[config.mk]
export PLATFORM = sky130hd
export DESIGN_NAME = prescaled_tick_counter
export DESIGN_NICKNAME = d
export VERILOG_FILES = /design/src/rtl/ptc_pkg.sv /design/src/rtl/ptc_edge_sync.sv /design/src/rtl/ptc_prescaler.sv /design/src/rtl/ptc_core.sv /design/src/rtl/prescaled_tick_counter.sv
export SDC_FILE = /design/constraint.sdc
export NUM_CORES = 1
export LEC_CHECK = 0
export BUFFER_PORTS_ARGS = -buffer_cell sky130_fd_sc_hd__buf_2
export CORE_ASPECT_RATIO = 1.1
export CORE_MARGIN = 2
export CORE_UTILIZATION = 55
export DETAILED_ROUTE_END_ITERATION = 7
export PLACE_DENSITY_LB_ADDON = 0.25
export RECOVER_POWER = 100
export SLEW_MARGIN = 20
export SYNTH_ARGS = -nofsm -noshare
export SYNTH_HDL_FRONTEND = slang
export SYNTH_SLANG_ARGS = --single-unit
export TNS_END_PERCENT = 1
[constraint.sdc]
create_clock -name clk -period 2.75 [get_ports clk]
set_clock_uncertainty 0.15 [all_clocks]
set_input_delay 0.825 -clock clk [delete_from_list [all_inputs] [get_ports clk]]
set_output_delay 0.825 -clock clk [all_outputs]
set_load 0.05 [all_outputs]
[src/rtl/ptc_pkg.sv]
package ptc_pkg;

   typedef enum logic [1:0] {
      SRC_CYC = 2'd0,
      SRC_PIN = 2'd1,
      SRC_ALT = 2'd2
   } src_e;

   function automatic src_e pick_src(input logic ext, input logic alt);
      if (!ext)     return SRC_CYC;
      else if (alt) return SRC_ALT;
      else          return SRC_PIN;
   endfunction

endpackage

[src/rtl/ptc_edge_sync.sv]
module ptc_edge_sync #(
   parameter int STAGES = 2
) (
   input  logic clk,
   input  logic rst_n,
   input  logic pin_a,
   input  logic pin_b,
   input  logic use_b,
   input  logic on_fall,
   output logic edge_pulse
);
   localparam int LANES = 2;

   if (STAGES < 2) begin : g_bad_stages
      $error("ptc_edge_sync: STAGES must be at least 2");
   end

   logic [LANES-1:0] raw;
   logic [LANES-1:0] synced;
   logic             level, level_q;

   assign raw = {pin_b, pin_a};

   for (genvar l = 0; l < LANES; l++) begin : g_lane
      logic [STAGES-1:0] chain;
      always_ff @(posedge clk or negedge rst_n) begin
         if (!rst_n) chain <= '0;
         else        chain <= {chain[STAGES-2:0], raw[l]};
      end
      assign synced[l] = chain[STAGES-1];
   end

   assign level = use_b ? synced[1] : synced[0];

   always_ff @(posedge clk or negedge rst_n) begin
      if (!rst_n) level_q <= 1'b0;
      else        level_q <= level;
   end

   assign edge_pulse = on_fall ? (level_q & ~level) : (~level_q & level);

endmodule

[src/rtl/ptc_prescaler.sv]
module ptc_prescaler #(
   parameter int PRE_W      = 8,
   parameter int RATIO_W    = 3,
   parameter int WDOG_DIV_W = 9
) (
   input  logic               clk,
   input  logic               rst_n,
   input  logic               clr,
   input  logic               to_wdog,
   input  logic [RATIO_W-1:0] ratio,
   input  logic               cnt_tick,
   input  logic               wdog_tick,
   output logic               cnt_out,
   output logic               wdog_expire
);
   if (PRE_W < (1 << RATIO_W)) begin : g_bad_width
      $error("ptc_prescaler: PRE_W too narrow for RATIO_W");
   end

   logic [PRE_W-1:0] pre_cnt, mask;
   logic             wdiv_carry, pre_in, pre_hit;

   if (WDOG_DIV_W == 0) begin : g_no_wdiv
      assign wdiv_carry = wdog_tick;
   end else begin : g_wdiv
      logic [WDOG_DIV_W-1:0] wdiv;
      always_ff @(posedge clk or negedge rst_n) begin
         if (!rst_n)         wdiv <= '0;
         else if (wdog_tick) wdiv <= wdiv + 1'b1;
      end
      assign wdiv_carry = wdog_tick && (wdiv == '1);
   end

   always_comb begin
      for (int i = 0; i < PRE_W; i++) mask[i] = (i <= int'(ratio));
   end

   assign pre_in  = to_wdog ? wdiv_carry : cnt_tick;
   assign pre_hit = pre_in && ((pre_cnt & mask) == mask);

   always_ff @(posedge clk or negedge rst_n) begin
      if (!rst_n)      pre_cnt <= '0;
      else if (clr)    pre_cnt <= '0;
      else if (pre_in) pre_cnt <= pre_cnt + 1'b1;
   end

   assign cnt_out = to_wdog ? cnt_tick : pre_hit;

   always_ff @(posedge clk or negedge rst_n) begin
      if (!rst_n) wdog_expire <= 1'b0;
      else        wdog_expire <= to_wdog ? pre_hit : wdiv_carry;
   end


   cnt_from_src_chk: assert property (@(posedge clk) disable iff (!rst_n)
      cnt_out |-> cnt_tick);


   expire_src_chk: assert property (@(posedge clk) disable iff (!rst_n)
      wdog_expire |-> $past(wdog_tick));

endmodule

[src/rtl/ptc_core.sv]
module ptc_core #(
   parameter int CNT_W       = 8,
   parameter int SYNC_CYCLES = 2,
   parameter int CYC_DIV     = 4
) (
   input  logic             clk,
   input  logic             rst_n,
   input  logic             cyc_tick,
   input  logic             tick_in,
   input  logic             wr_en,
   input  logic [CNT_W-1:0] wr_data,
   input  logic             flag_clr,
   output logic [CNT_W-1:0] count,
   output logic             ovf_flag,
   output logic             ovf_pulse
);
   localparam logic [CNT_W-1:0] CNT_MAX = '1;
   localparam int HOLD_CLKS = SYNC_CYCLES * CYC_DIV;
   localparam int AGE_W     = $clog2(HOLD_CLKS + 1) + 1;

   if (SYNC_CYCLES < 2) begin : g_bad_sync
      $error("ptc_core: SYNC_CYCLES must be at least 2");
   end

   logic                   hold;
   logic [SYNC_CYCLES-1:0] pipe;
   logic                   step, wrap;

   assign step = cyc_tick && pipe[SYNC_CYCLES-1];
   assign wrap = !wr_en && step && (count == CNT_MAX);

   always_ff @(posedge clk or negedge rst_n) begin
      if (!rst_n) begin
         count <= '0;
         hold  <= 1'b0;
         pipe  <= '0;
      end else if (wr_en) begin
         count <= wr_data;
         hold  <= 1'b0;
         pipe  <= '0;
      end else begin
         if (cyc_tick) begin
            pipe <= {pipe[SYNC_CYCLES-2:0], hold | tick_in};
            hold <= 1'b0;
         end else if (tick_in) begin
            hold <= 1'b1;
         end
         if (step) count <= count + 1'b1;
      end
   end

   always_ff @(posedge clk or negedge rst_n) begin
      if (!rst_n) begin
         ovf_flag  <= 1'b0;
         ovf_pulse <= 1'b0;
      end else begin
         ovf_pulse <= wrap;
         if (wrap)          ovf_flag <= 1'b1;
         else if (flag_clr) ovf_flag <= 1'b0;
      end
   end

   logic [AGE_W-1:0] wr_age;
   always_ff @(posedge clk or negedge rst_n) begin
      if (!rst_n)                            wr_age <= '1;
      else if (wr_en)                        wr_age <= '0;
      else if (wr_age != '1)                 wr_age <= wr_age + 1'b1;
   end


   load_wins_chk: assert property (@(posedge clk) disable iff (!rst_n)
      wr_en |=> count == $past(wr_data));


   write_holdoff_chk: assert property (@(posedge clk) disable iff (!rst_n)
      (!wr_en && int'(wr_age) < HOLD_CLKS) |=> count == $past(count));


   step_by_one_chk: assert property (@(posedge clk) disable iff (!rst_n)
      !wr_en |=> (count == $past(count)) || (count == CNT_W'($past(count) + 1'b1)));


   wrap_pulse_chk: assert property (@(posedge clk) disable iff (!rst_n)
      ovf_pulse |-> (count == '0) && ovf_flag && ($past(count) == CNT_MAX));


   flag_rise_chk: assert property (@(posedge clk) disable iff (!rst_n)
      $rose(ovf_flag) |-> ovf_pulse);

endmodule

[src/rtl/prescaled_tick_counter.sv]
module prescaled_tick_counter #(
   parameter int CNT_W       = 8,
   parameter int PRE_W       = 8,
   parameter int RATIO_W     = 3,
   parameter int CYC_DIV     = 4,
   parameter int SYNC_STAGES = 2,
   parameter int SYNC_CYCLES = 2,
   parameter int WDOG_DIV_W  = 9
) (
   input  logic               clk,
   input  logic               rst_n,
   input  logic               wr_en,
   input  logic [CNT_W-1:0]   wr_data,
   input  logic               sel_ext,
   input  logic               sel_alt,
   input  logic               edge_fall,
   input  logic               pre_to_wdog,
   input  logic [RATIO_W-1:0] pre_ratio,
   input  logic               ext_pin,
   input  logic               alt_osc,
   input  logic               wdog_tick,
   input  logic               flag_clr,
   output logic [CNT_W-1:0]   count,
   output logic               ovf_flag,
   output logic               ovf_pulse,
   output logic               wdog_expire
);
   import ptc_pkg::*;

   localparam int PH_W = (CYC_DIV > 1) ? $clog2(CYC_DIV) : 1;

   if (CYC_DIV < 2) begin : g_bad_div
      $error("prescaled_tick_counter: CYC_DIV must be at least 2");
   end

   logic [PH_W-1:0] phase;
   logic            cyc_tick, ext_edge, raw_tick, pre_tick;
   src_e            src;

   always_ff @(posedge clk or negedge rst_n) begin
      if (!rst_n)        phase <= '0;
      else if (cyc_tick) phase <= '0;
      else               phase <= phase + 1'b1;
   end
   assign cyc_tick = (phase == PH_W'(CYC_DIV - 1));

   assign src = pick_src(sel_ext, sel_alt);

   ptc_edge_sync #(.STAGES(SYNC_STAGES)) u_edge (
      .clk        (clk),
      .rst_n      (rst_n),
      .pin_a      (ext_pin),
      .pin_b      (alt_osc),
      .use_b      (src == SRC_ALT),
      .on_fall    (edge_fall),
      .edge_pulse (ext_edge)
   );

   assign raw_tick = (src == SRC_CYC) ? cyc_tick : ext_edge;

   ptc_prescaler #(.PRE_W(PRE_W), .RATIO_W(RATIO_W), .WDOG_DIV_W(WDOG_DIV_W)) u_pre (
      .clk         (clk),
      .rst_n       (rst_n),
      .clr         (wr_en),
      .to_wdog     (pre_to_wdog),
      .ratio       (pre_ratio),
      .cnt_tick    (raw_tick),
      .wdog_tick   (wdog_tick),
      .cnt_out     (pre_tick),
      .wdog_expire (wdog_expire)
   );

   ptc_core #(.CNT_W(CNT_W), .SYNC_CYCLES(SYNC_CYCLES), .CYC_DIV(CYC_DIV)) u_core (
      .clk       (clk),
      .rst_n     (rst_n),
      .cyc_tick  (cyc_tick),
      .tick_in   (pre_tick),
      .wr_en     (wr_en),
      .wr_data   (wr_data),
      .flag_clr  (flag_clr),
      .count     (count),
      .ovf_flag  (ovf_flag),
      .ovf_pulse (ovf_pulse)
   );

endmodule

==> impl_metrics.env, run 1 <==
export IMPL_crit_fanout=10
export IMPL_switchingPower_mw=0.3658
export IMPL_design_area_um2=2178
export IMPL_regToRegSetupSlack_ns=0.64
export IMPL_preCtsSetupSlack_ns=0.2610
export IMPL_switching_share_pct=30.53
export IMPL_timing_rr_start="u_pre.g_wdiv.wdiv[0]$_DFFE_PN0P_"
export IMPL_setup_slack_ns=0.4554
export IMPL_routed_via_density=5.690
export IMPL_fp_dieH_um=66.78
export IMPL_power_density_nw_per_um2=550.1
export IMPL_placed_area_um2=2148
export IMPL_report_final_slew_viol_count=0
export IMPL_slowest_delay_ns=0.38
export IMPL_hold_buffers=0
export IMPL_drc_errors=0
export IMPL_syn_avg_cell_area_um2=10.05
export IMPL_cts_sinks=38
export IMPL_fmax_mhz=435.8
export IMPL_path_clk_slew_ns=0.10
export IMPL_layout_nets=254
export IMPL_final_cells=274
export IMPL_grt_max_degree=39
export IMPL_ctsRootBufferMaster="clkbuf_4"
export IMPL_wl_um=3823
export IMPL_cp_slowest_cell="mux2_2"
export IMPL_antenna_found_initial=0
export IMPL_cts_max_level=2
export IMPL_required_ns=2.82
export IMPL_start_util_pct=58.20
export IMPL_insertion_delay_ns=0.34
export IMPL_ys_seq_area_share_pct=48.25
export IMPL_synth_seq_cells=38
export IMPL_synth_area_leader_cell="dfrtp_1"
export IMPL_p_comb_share_pct=18.4
export IMPL_crit_family="multiplexers"
export IMPL_grt_overflow=0
export IMPL_wl_per_cell_um=13.95
export IMPL_ios=33
export IMPL_maxCapViolations=0
export IMPL_end_kind="register"
export IMPL_period_minus_slack_ns=2.295
export IMPL_syn_area_um2=1971
export IMPL_dp_hpwl_um=2764
export IMPL_p_int_mw=0.8324
export IMPL_cp_start_kind="input pin"
export IMPL_regToRegEndpoint="u_pre.pre_cnt[0]$_DFFE_PN0P_"
export IMPL_path_class="input pin to register"
export IMPL_total_power_mw=1.198
export IMPL_irDropWorstVdd_mv=0.4258
export IMPL_tightest_slew_ns=0.9379
export IMPL_synth_top_area_share_pct=48.25
export IMPL_relSlewSlack_pct=37.47
export IMPL_setup_tns_final_ns=0
export IMPL_grt_first_pass_wirelength_um=6575
export IMPL_dr_pass1_iters=4
export IMPL_pwr_share_clk_pct=23.7
export IMPL_grt_busiest_layer="met2"
export IMPL_synth_cell_type_count=37
export IMPL_min_to="u_edge.g_lane[1].chain[1]$_DFF_PN0_"
export IMPL_min_from="u_edge.g_lane[1].chain[0]$_DFF_PN0_"
export IMPL_crit_chain="clkbuf_1 -> a21boi_0 -> mux2i_1 -> a21oi_1 -> mux2_2"
export IMPL_antenna_left=0
export IMPL_num_fill_cells=309
export IMPL_met1_usage_pct=26.19
export IMPL_fin_crit_sh_pct=83.44
export IMPL_synthCells=196
export IMPL_grt_util_met3_pct=6.602
export IMPL_synth_edf_count=0
export IMPL_rsz0062_at_grt="false"
export IMPL_min_path_cells=0
export IMPL_syn_to_final_growth_pct=10.54
export IMPL_timing_final_hold_violations=0
export IMPL_rr_worst_depth=7
export IMPL_critPathBufInv=1
export IMPL_grt_pass1_vias=1565
export IMPL_gp_congestion=0.8501
export IMPL_dpl_cell_count=268
export IMPL_status="finished, final reports clean"
export IMPL_port_buffers=32
export IMPL_die_x_um=61.07
export IMPL_yosysWarnings=0
export IMPL_seqPwrFrac_pct=57.9
export IMPL_holdWs_ns=0.2069
export IMPL_grt_use_total_pct=21.83
export IMPL_crit_arrival_ns=2.37
export IMPL_drive_above_1_share_pct=15.49
export IMPL_power_leakage_nw=0.9727
export IMPL_ctsResizeCount=0
export IMPL_diodes=0
export IMPL_rows=22
export IMPL_cts_tree="built"
export IMPL_grt_use_met2_pct=35.77
export IMPL_numCtsBuffers=5
export IMPL_setup_viol=0
export IMPL_synthArstFlopShare_pct=100.0
export IMPL_synthFlopType="dfrtp_1"
export IMPL_synth_area_leaders="dfrtp_1, mux2_2, nand2_1, o21ai_0, xor2_1"
export IMPL_hold_path_class="register to register"
export IMPL_utilization_pct=64.34
export IMPL_core_um2=3386
export IMPL_drtIter0Drc=69
export IMPL_vias=1559
export IMPL_dieArea_um2=4078
export IMPL_postCtsSetupBuffers=0
export IMPL_clk_path_buf_depth=2
export IMPL_syn_nets=223
synthesized netlist by cell type (2+ instances only):
cell	number
nand3_1	10
nor2b_1	9
xnor2_1	6
ha_1	5
nand4_1	8
buf_2	4
clkbuf_1	3
inv_1	5
xor2_1	8
nand2b_1	3
dfrtp_1	38
o21bai_1	2
nor2_1	17
mux2_2	10
a21oi_1	3
nor4_1	2
mux2i_1	5
nand2_1	20
and4_1	2
o21ai_0	15
o2111ai_1	2
and3_1	4
layout by cell type (no fill, tap or decap), drive strengths merged, types with 2 or more instances in the layout:
master / instances
inv: 5
clkbuf: 21
mux2: 11
nand2: 20
ha: 5
xnor2: 6
nor4: 2
buf: 17
nand2b: 3
o2111ai: 2
a21oi: 3
mux2i: 5
dfrtp: 38
xor2: 8
nand3: 10
and3: 4
nor2b: 9
nand4: 8
and4: 2
o21bai: 2
o21ai: 15
nor2: 17
kinds of logic (layout without fill, tap and decap cells):
group	Yosys count	count (layout)	share of synthesized area [%]
AND/OR/NAND/NOR	77	77	19.30
flip-flops	38	38	48.25
AO/OA/AOI/OAI	33	33	10.92
multiplexers	16	16	9.016
XOR/XNOR	14	14	6.222
buffers and inverters	13	43	3.111
adder cells (fa/ha/maj)	5	5	3.175
power groups by stage:
stage,clock [mW],combinational [mW],sequential (mW)
6_report,0.284,0.221,0.693
5_1_grt,0.326,0.247,0.705
4_1_cts,0.296,0.228,0.693
3_5_place_dp,0,0.227,0.704
3_3_place_gp,0,0.215,0.698
2_1_floorplan,0,0.128,0.727
registers in the layout, summed over array words and instances (netlist names):
name                 count
u_edge.g_lane.chain      4
u_pre.wdog_expire        1
u_edge.level_q           1
u_core.ovf_pulse         1
u_core.ovf_flag          1
phase                    2
u_pre.g_wdiv.wdiv        9
u_core.hold              1
u_core.count             8
u_pre.pre_cnt            8
u_core.pipe              2
layout make-up:
| type | instances | area (µm²) | area share, % |
|---|---|---|---|
| Timing Repair Buffer | 32 | 142.6 | 6.548 |
| Clock buffer | 6 | 51.30 | 2.355 |
| Inverter | 5 | 18.77 | 0.8616 |
| Multi-Input combinational cell | 145 | 954.7 | 43.83 |
| Tap cell | 48 | 60.06 | 2.757 |
| Sequential cell | 38 | 950.9 | 43.65 |
routing by layer:
metal,wire length [µm],vias up
li1,-,748
met1,1536,750
met2,2008,51
met3,209,10
met4,69,0
met5,0,-
worst max-delay path by stage:
stage | from | end | slack, ns | depth (start not counted)
detailed placement | sel_alt | u_pre.pre_cnt[0]$_DFFE_PN0P_ | 0.26 | 5
floorplan | sel_alt | u_pre.pre_cnt[3]$_DFFE_PN0P_ | 0.51 | 4
global placement | sel_alt | u_pre.pre_cnt[7]$_DFFE_PN0P_ | 0.29 | 5
global route | sel_ext | u_pre.pre_cnt[0]$_DFFE_PN0P_ | 0.41 | 5
CTS | sel_alt | u_pre.pre_cnt[0]$_DFFE_PN0P_ | 0.60 | 5
finish | sel_ext | u_pre.pre_cnt[0]$_DFFE_PN0P_ | 0.46 | 5
Power figures use the tool's default switching activity.
==> run 2: changes to the inputs <==
--- a/config.mk
+++ b/config.mk
@@ -5,10 +5,11 @@
 export SDC_FILE = /design/constraint.sdc
 export NUM_CORES = 1
 export LEC_CHECK = 0
+export ABC_AREA = 1
 export BUFFER_PORTS_ARGS = -buffer_cell sky130_fd_sc_hd__buf_2
 export CORE_ASPECT_RATIO = 1.1
 export CORE_MARGIN = 2
-export CORE_UTILIZATION = 55
+export CORE_UTILIZATION = 50
 export DETAILED_ROUTE_END_ITERATION = 7
 export PLACE_DENSITY_LB_ADDON = 0.25
 export RECOVER_POWER = 100
==> constraint.sdc (replaced) <==
create_clock -name clk -period 1.87 [get_ports clk]
set_clock_uncertainty 0.15 [all_clocks]
set_input_delay 0.561 -clock clk [delete_from_list [all_inputs] [get_ports clk]]
set_output_delay 0.561 -clock clk [all_outputs]
set_load 0.05 [all_outputs]
==> run 2 against run 1 <==
Compared with the run above: sequential cell count stayed put; sequential share of layout area is 2.1 points lower; synthesized cell count is 18% higher; register-to-register slack worse by 0.55 ns; design area is 5.1% higher; critical path depth is 4 higher; global-route usage is 3.0 points lower; cell count is 18% higher; first-iteration DRC count is 26% lower; non-clock buffer count is 3 higher; die area is 8.1% higher; total power is 65% higher; critical endpoint is now u_pre.pre_cnt[7]$_DFFE_PN0P_; highest routed layer unchanged.
==> impl_metrics.env, run 2 <==
export IMPL_fin_crit_sh_pct=94.99
export IMPL_synth_common_cells="nand2_1, dfrtp_1, inv_1"
export IMPL_report_final_slew_viol_count=0
export IMPL_dieArea_um2=4409
export IMPL_die_x_um=63.50
export IMPL_end_kind="register"
export IMPL_syn_to_final_growth_pct=17.54
export IMPL_rsz0062_at_grt="true"
export IMPL_crit_arrival_ns=1.86
export IMPL_hold_path_class="register to register"
export IMPL_critPathLaunch="u_pre.g_wdiv.wdiv[0]$_DFFE_PN0P_"
export IMPL_grt_use_total_pct=18.84
export IMPL_setup_slack_ns=0.09361
export IMPL_muxShareOfSynthArea_pct=0
export IMPL_synth_compound_area_share_pct=7.712
export IMPL_synthFlopType="dfrtp_1"
export IMPL_diodes=0
export IMPL_crit_chain="ha_2 -> nand2_2 -> nor4_2 -> ha_2 -> nand2_2 -> nand2_4 -> buf_4 -> nand4_1 -> nand2_1"
export IMPL_maxCapViolations=0
export IMPL_design_area_um2=2288
export IMPL_syn_avg_cell_area_um2=8.392
export IMPL_yosys_area_share_simple_pct=28.34
export IMPL_grt_first_pass_wirelength_um=6644
export IMPL_start_util_pct=52.85
export IMPL_dp_hpwl_um=2611
export IMPL_final_cells=322
export IMPL_synth_seq_cells=38
export IMPL_power_density_nw_per_um2=864.1
export IMPL_cp_depth=9
export IMPL_syn_area_um2=1947
export IMPL_grt_pass1_vias=1565
export IMPL_num_fill_cells=329
export IMPL_worstSetupEndpoint="u_pre.pre_cnt[7]$_DFFE_PN0P_"
export IMPL_synth_fa_ha_area_share_pct=3.213
export IMPL_period_minus_slack_ns=1.776
export IMPL_timing_final_hold_violations=0
export IMPL_seqPwrFrac_pct=51.0
export IMPL_path_clk_slew_ns=0.08
export IMPL_synth_area_leader_cell="dfrtp_1"
export IMPL_top_regs="u_pre.g_wdiv.wdiv: 9 flops, u_core.count: 8 flops, u_pre.pre_cnt: 8 flops"
export IMPL_required_ns=1.95
export IMPL_synth_top_area_share_pct=48.84
export IMPL_ys_seq_area_share_pct=48.84
export IMPL_regMostFlops="u_pre.g_wdiv.wdiv"
export IMPL_antenna_left=0
export IMPL_cts_max_level=2
export IMPL_drtIter0Drc=51
export IMPL_synth_cell_type_count=35
export IMPL_p_int_mw=1.362
export IMPL_dpl_cell_count=313
export IMPL_largest_register_ffs=9
export IMPL_placed_area_um2=2175
export IMPL_rr_worst_depth=9
export IMPL_setup_tns_final_ns=0
export IMPL_crit_fanout=5
export IMPL_grt_max_degree=39
export IMPL_drc_errors=0
export IMPL_crit_family="simple AND/OR/NAND/NOR gates"
export IMPL_min_path_cells=0
export IMPL_critPathBufInv=1
export IMPL_clk_path_buf_depth=2
export IMPL_wl_um=3560
export IMPL_wl_per_cell_um=11.06
export IMPL_layout_commonest_cell="nand2_1"
export IMPL_hold_buffers=0
export IMPL_fp_dieH_um=69.45
export IMPL_layout_nets=298
export IMPL_status="finished, final reports clean"
export IMPL_ios=33
export IMPL_switchingPower_mw=0.6151
export IMPL_p_comb_share_pct=19.7
export IMPL_final_cell_mix="nand2_1, dfrtp_1, buf_2, inv_1, nand3_1"
export IMPL_utilization_pct=62.13
export IMPL_synthCells=232
export IMPL_timing_rr_start="u_pre.g_wdiv.wdiv[0]$_DFFE_PN0P_"
export IMPL_ctsRootBufferMaster="clkbuf_8"
export IMPL_synth_most_common_cell="nand2_1"
export IMPL_gp_congestion=0.9068
export IMPL_power_leakage_nw=1.190
export IMPL_holdWs_ns=0.2020
export IMPL_cts_tree="built"
export IMPL_total_power_mw=1.978
export IMPL_switching_share_pct=31.11
export IMPL_dr_pass1_iters=6
export IMPL_vias=1593
export IMPL_yosysWarnings=0
export IMPL_preCtsSetupSlack_ns=-0.04450
export IMPL_synthArstFlopShare_pct=100.0
export IMPL_drive_above_1_share_pct=22.06
export IMPL_fmax_mhz=562.9
export IMPL_insertion_delay_ns=0.29
export IMPL_rows=23
export IMPL_grt_overflow=0
export IMPL_path_class="register to register"
export IMPL_port_buffers=32
export IMPL_slowest_delay_ns=0.40
export IMPL_cp_start_kind="register"
export IMPL_tightest_slew_ns=0.9114
export IMPL_regToRegEndpoint="u_pre.pre_cnt[7]$_DFFE_PN0P_"
export IMPL_relSlewSlack_pct=39.24
export IMPL_synth_area_leaders="dfrtp_1, nand2_1, inv_1, nand3_1, nor2_1"
export IMPL_syn_nets=259
export IMPL_synth_top_family_by_area="simple AND/OR/NAND/NOR gates"
export IMPL_core_um2=3684
export IMPL_antenna_found_initial=0
export IMPL_cts_sinks=38
export IMPL_routed_via_density=4.947
export IMPL_cp_slowest_cell="dfrtp_1"
export IMPL_regToRegSetupSlack_ns=0.09
export IMPL_synth_edf_count=0
export IMPL_numCtsBuffers=5
export IMPL_irDropWorstVdd_mv=0.5923
export IMPL_synth_xor_area_share_pct=4.949
export IMPL_pwr_share_clk_pct=29.4
export IMPL_setup_viol=0
==> run 2: cell count changes after synthesis, sizes merged, moves of 3 or more <==
cell    previous run  this run
a21oi              3         6
and3               4         0
buf                5         0
inv                5        30
mux2              11         0
mux2i              5         0
nand2             20        63
nand2b             3         0
nand3             10        23
nor2              17        23
nor2b              9         0
o21ai             15         5
==> run 2: final cells by class <==
cell class              count  area (µm²)  area share, %
inverters                  30       112.6          4.921
clock buffers               6       82.58          3.609
flip-flops and latches     38       950.9          41.55
clock inverters             2       12.51         0.5467
multi-input cells         161       887.1          38.76
repair buffers             35       180.2          7.873
well taps                  50       62.56          2.734
==> run 2: repair_timing <==
action,in CTS,in global routing
endpoints found under the setup margin,8,9
gates resized for setup,2,6
setup buffers,0,1
pin swaps,0,3
==> run 2: worst min-delay path by stage <==
| stage | startpoint | slack, ns | endpoint |
|---|---|---|---|
| 2_1_floorplan | rst_n | 0.12 | phase[0]$_DFF_PN0_ |
| 3_3_place_gp | u_edge.g_lane[0].chain[0]$_DFF_PN0_ | 0.18 | u_edge.g_lane[0].chain[1]$_DFF_PN0_ |
| 3_5_place_dp | u_edge.g_lane[0].chain[0]$_DFF_PN0_ | 0.19 | u_edge.g_lane[0].chain[1]$_DFF_PN0_ |
| 4_1_cts | rst_n | 0.07 | u_edge.level_q$_DFF_PN0_ |
| 5_1_grt | ext_pin | 0.20 | u_edge.g_lane[0].chain[0]$_DFF_PN0_ |
| 6_report | u_edge.g_lane[0].chain[0]$_DFF_PN0_ | 0.20 | u_edge.g_lane[0].chain[1]$_DFF_PN0_ |
==> run 2: power by group through the flow <==
stage	Combinational [mW]	Sequential (mW)	Clock, mW
2_1_floorplan	0.219	1.06	0
5_1_grt	0.451	1.02	0.642
4_1_cts	0.389	1.00	0.604
6_report	0.389	1.01	0.581
3_3_place_gp	0.379	1.02	0
3_5_place_dp	0.383	1.02	0
==> run 2: cell families (layout without fill, tap and decap cells) <==
family                     count (synthesis)  in the layout
DFF                                       38             38
and+or+nand+nor                          122            122
AOI/OAI and AO/OA                         23             23
adders and majority gates                  5              5
buffers and inverters                     33             73
xor gates and xnor gates                  11             11
==> run 2: metal layers <==
| metal | wire length, µm | GRT usage (%) |
|---|---|---|
| met5 | 0 | 0 |
| met4 | 66 | 6.522 |
| met3 | 159 | 6.006 |
| met2 | 1608 | 29.82 |
| met1 | 1724 | 24.33 |
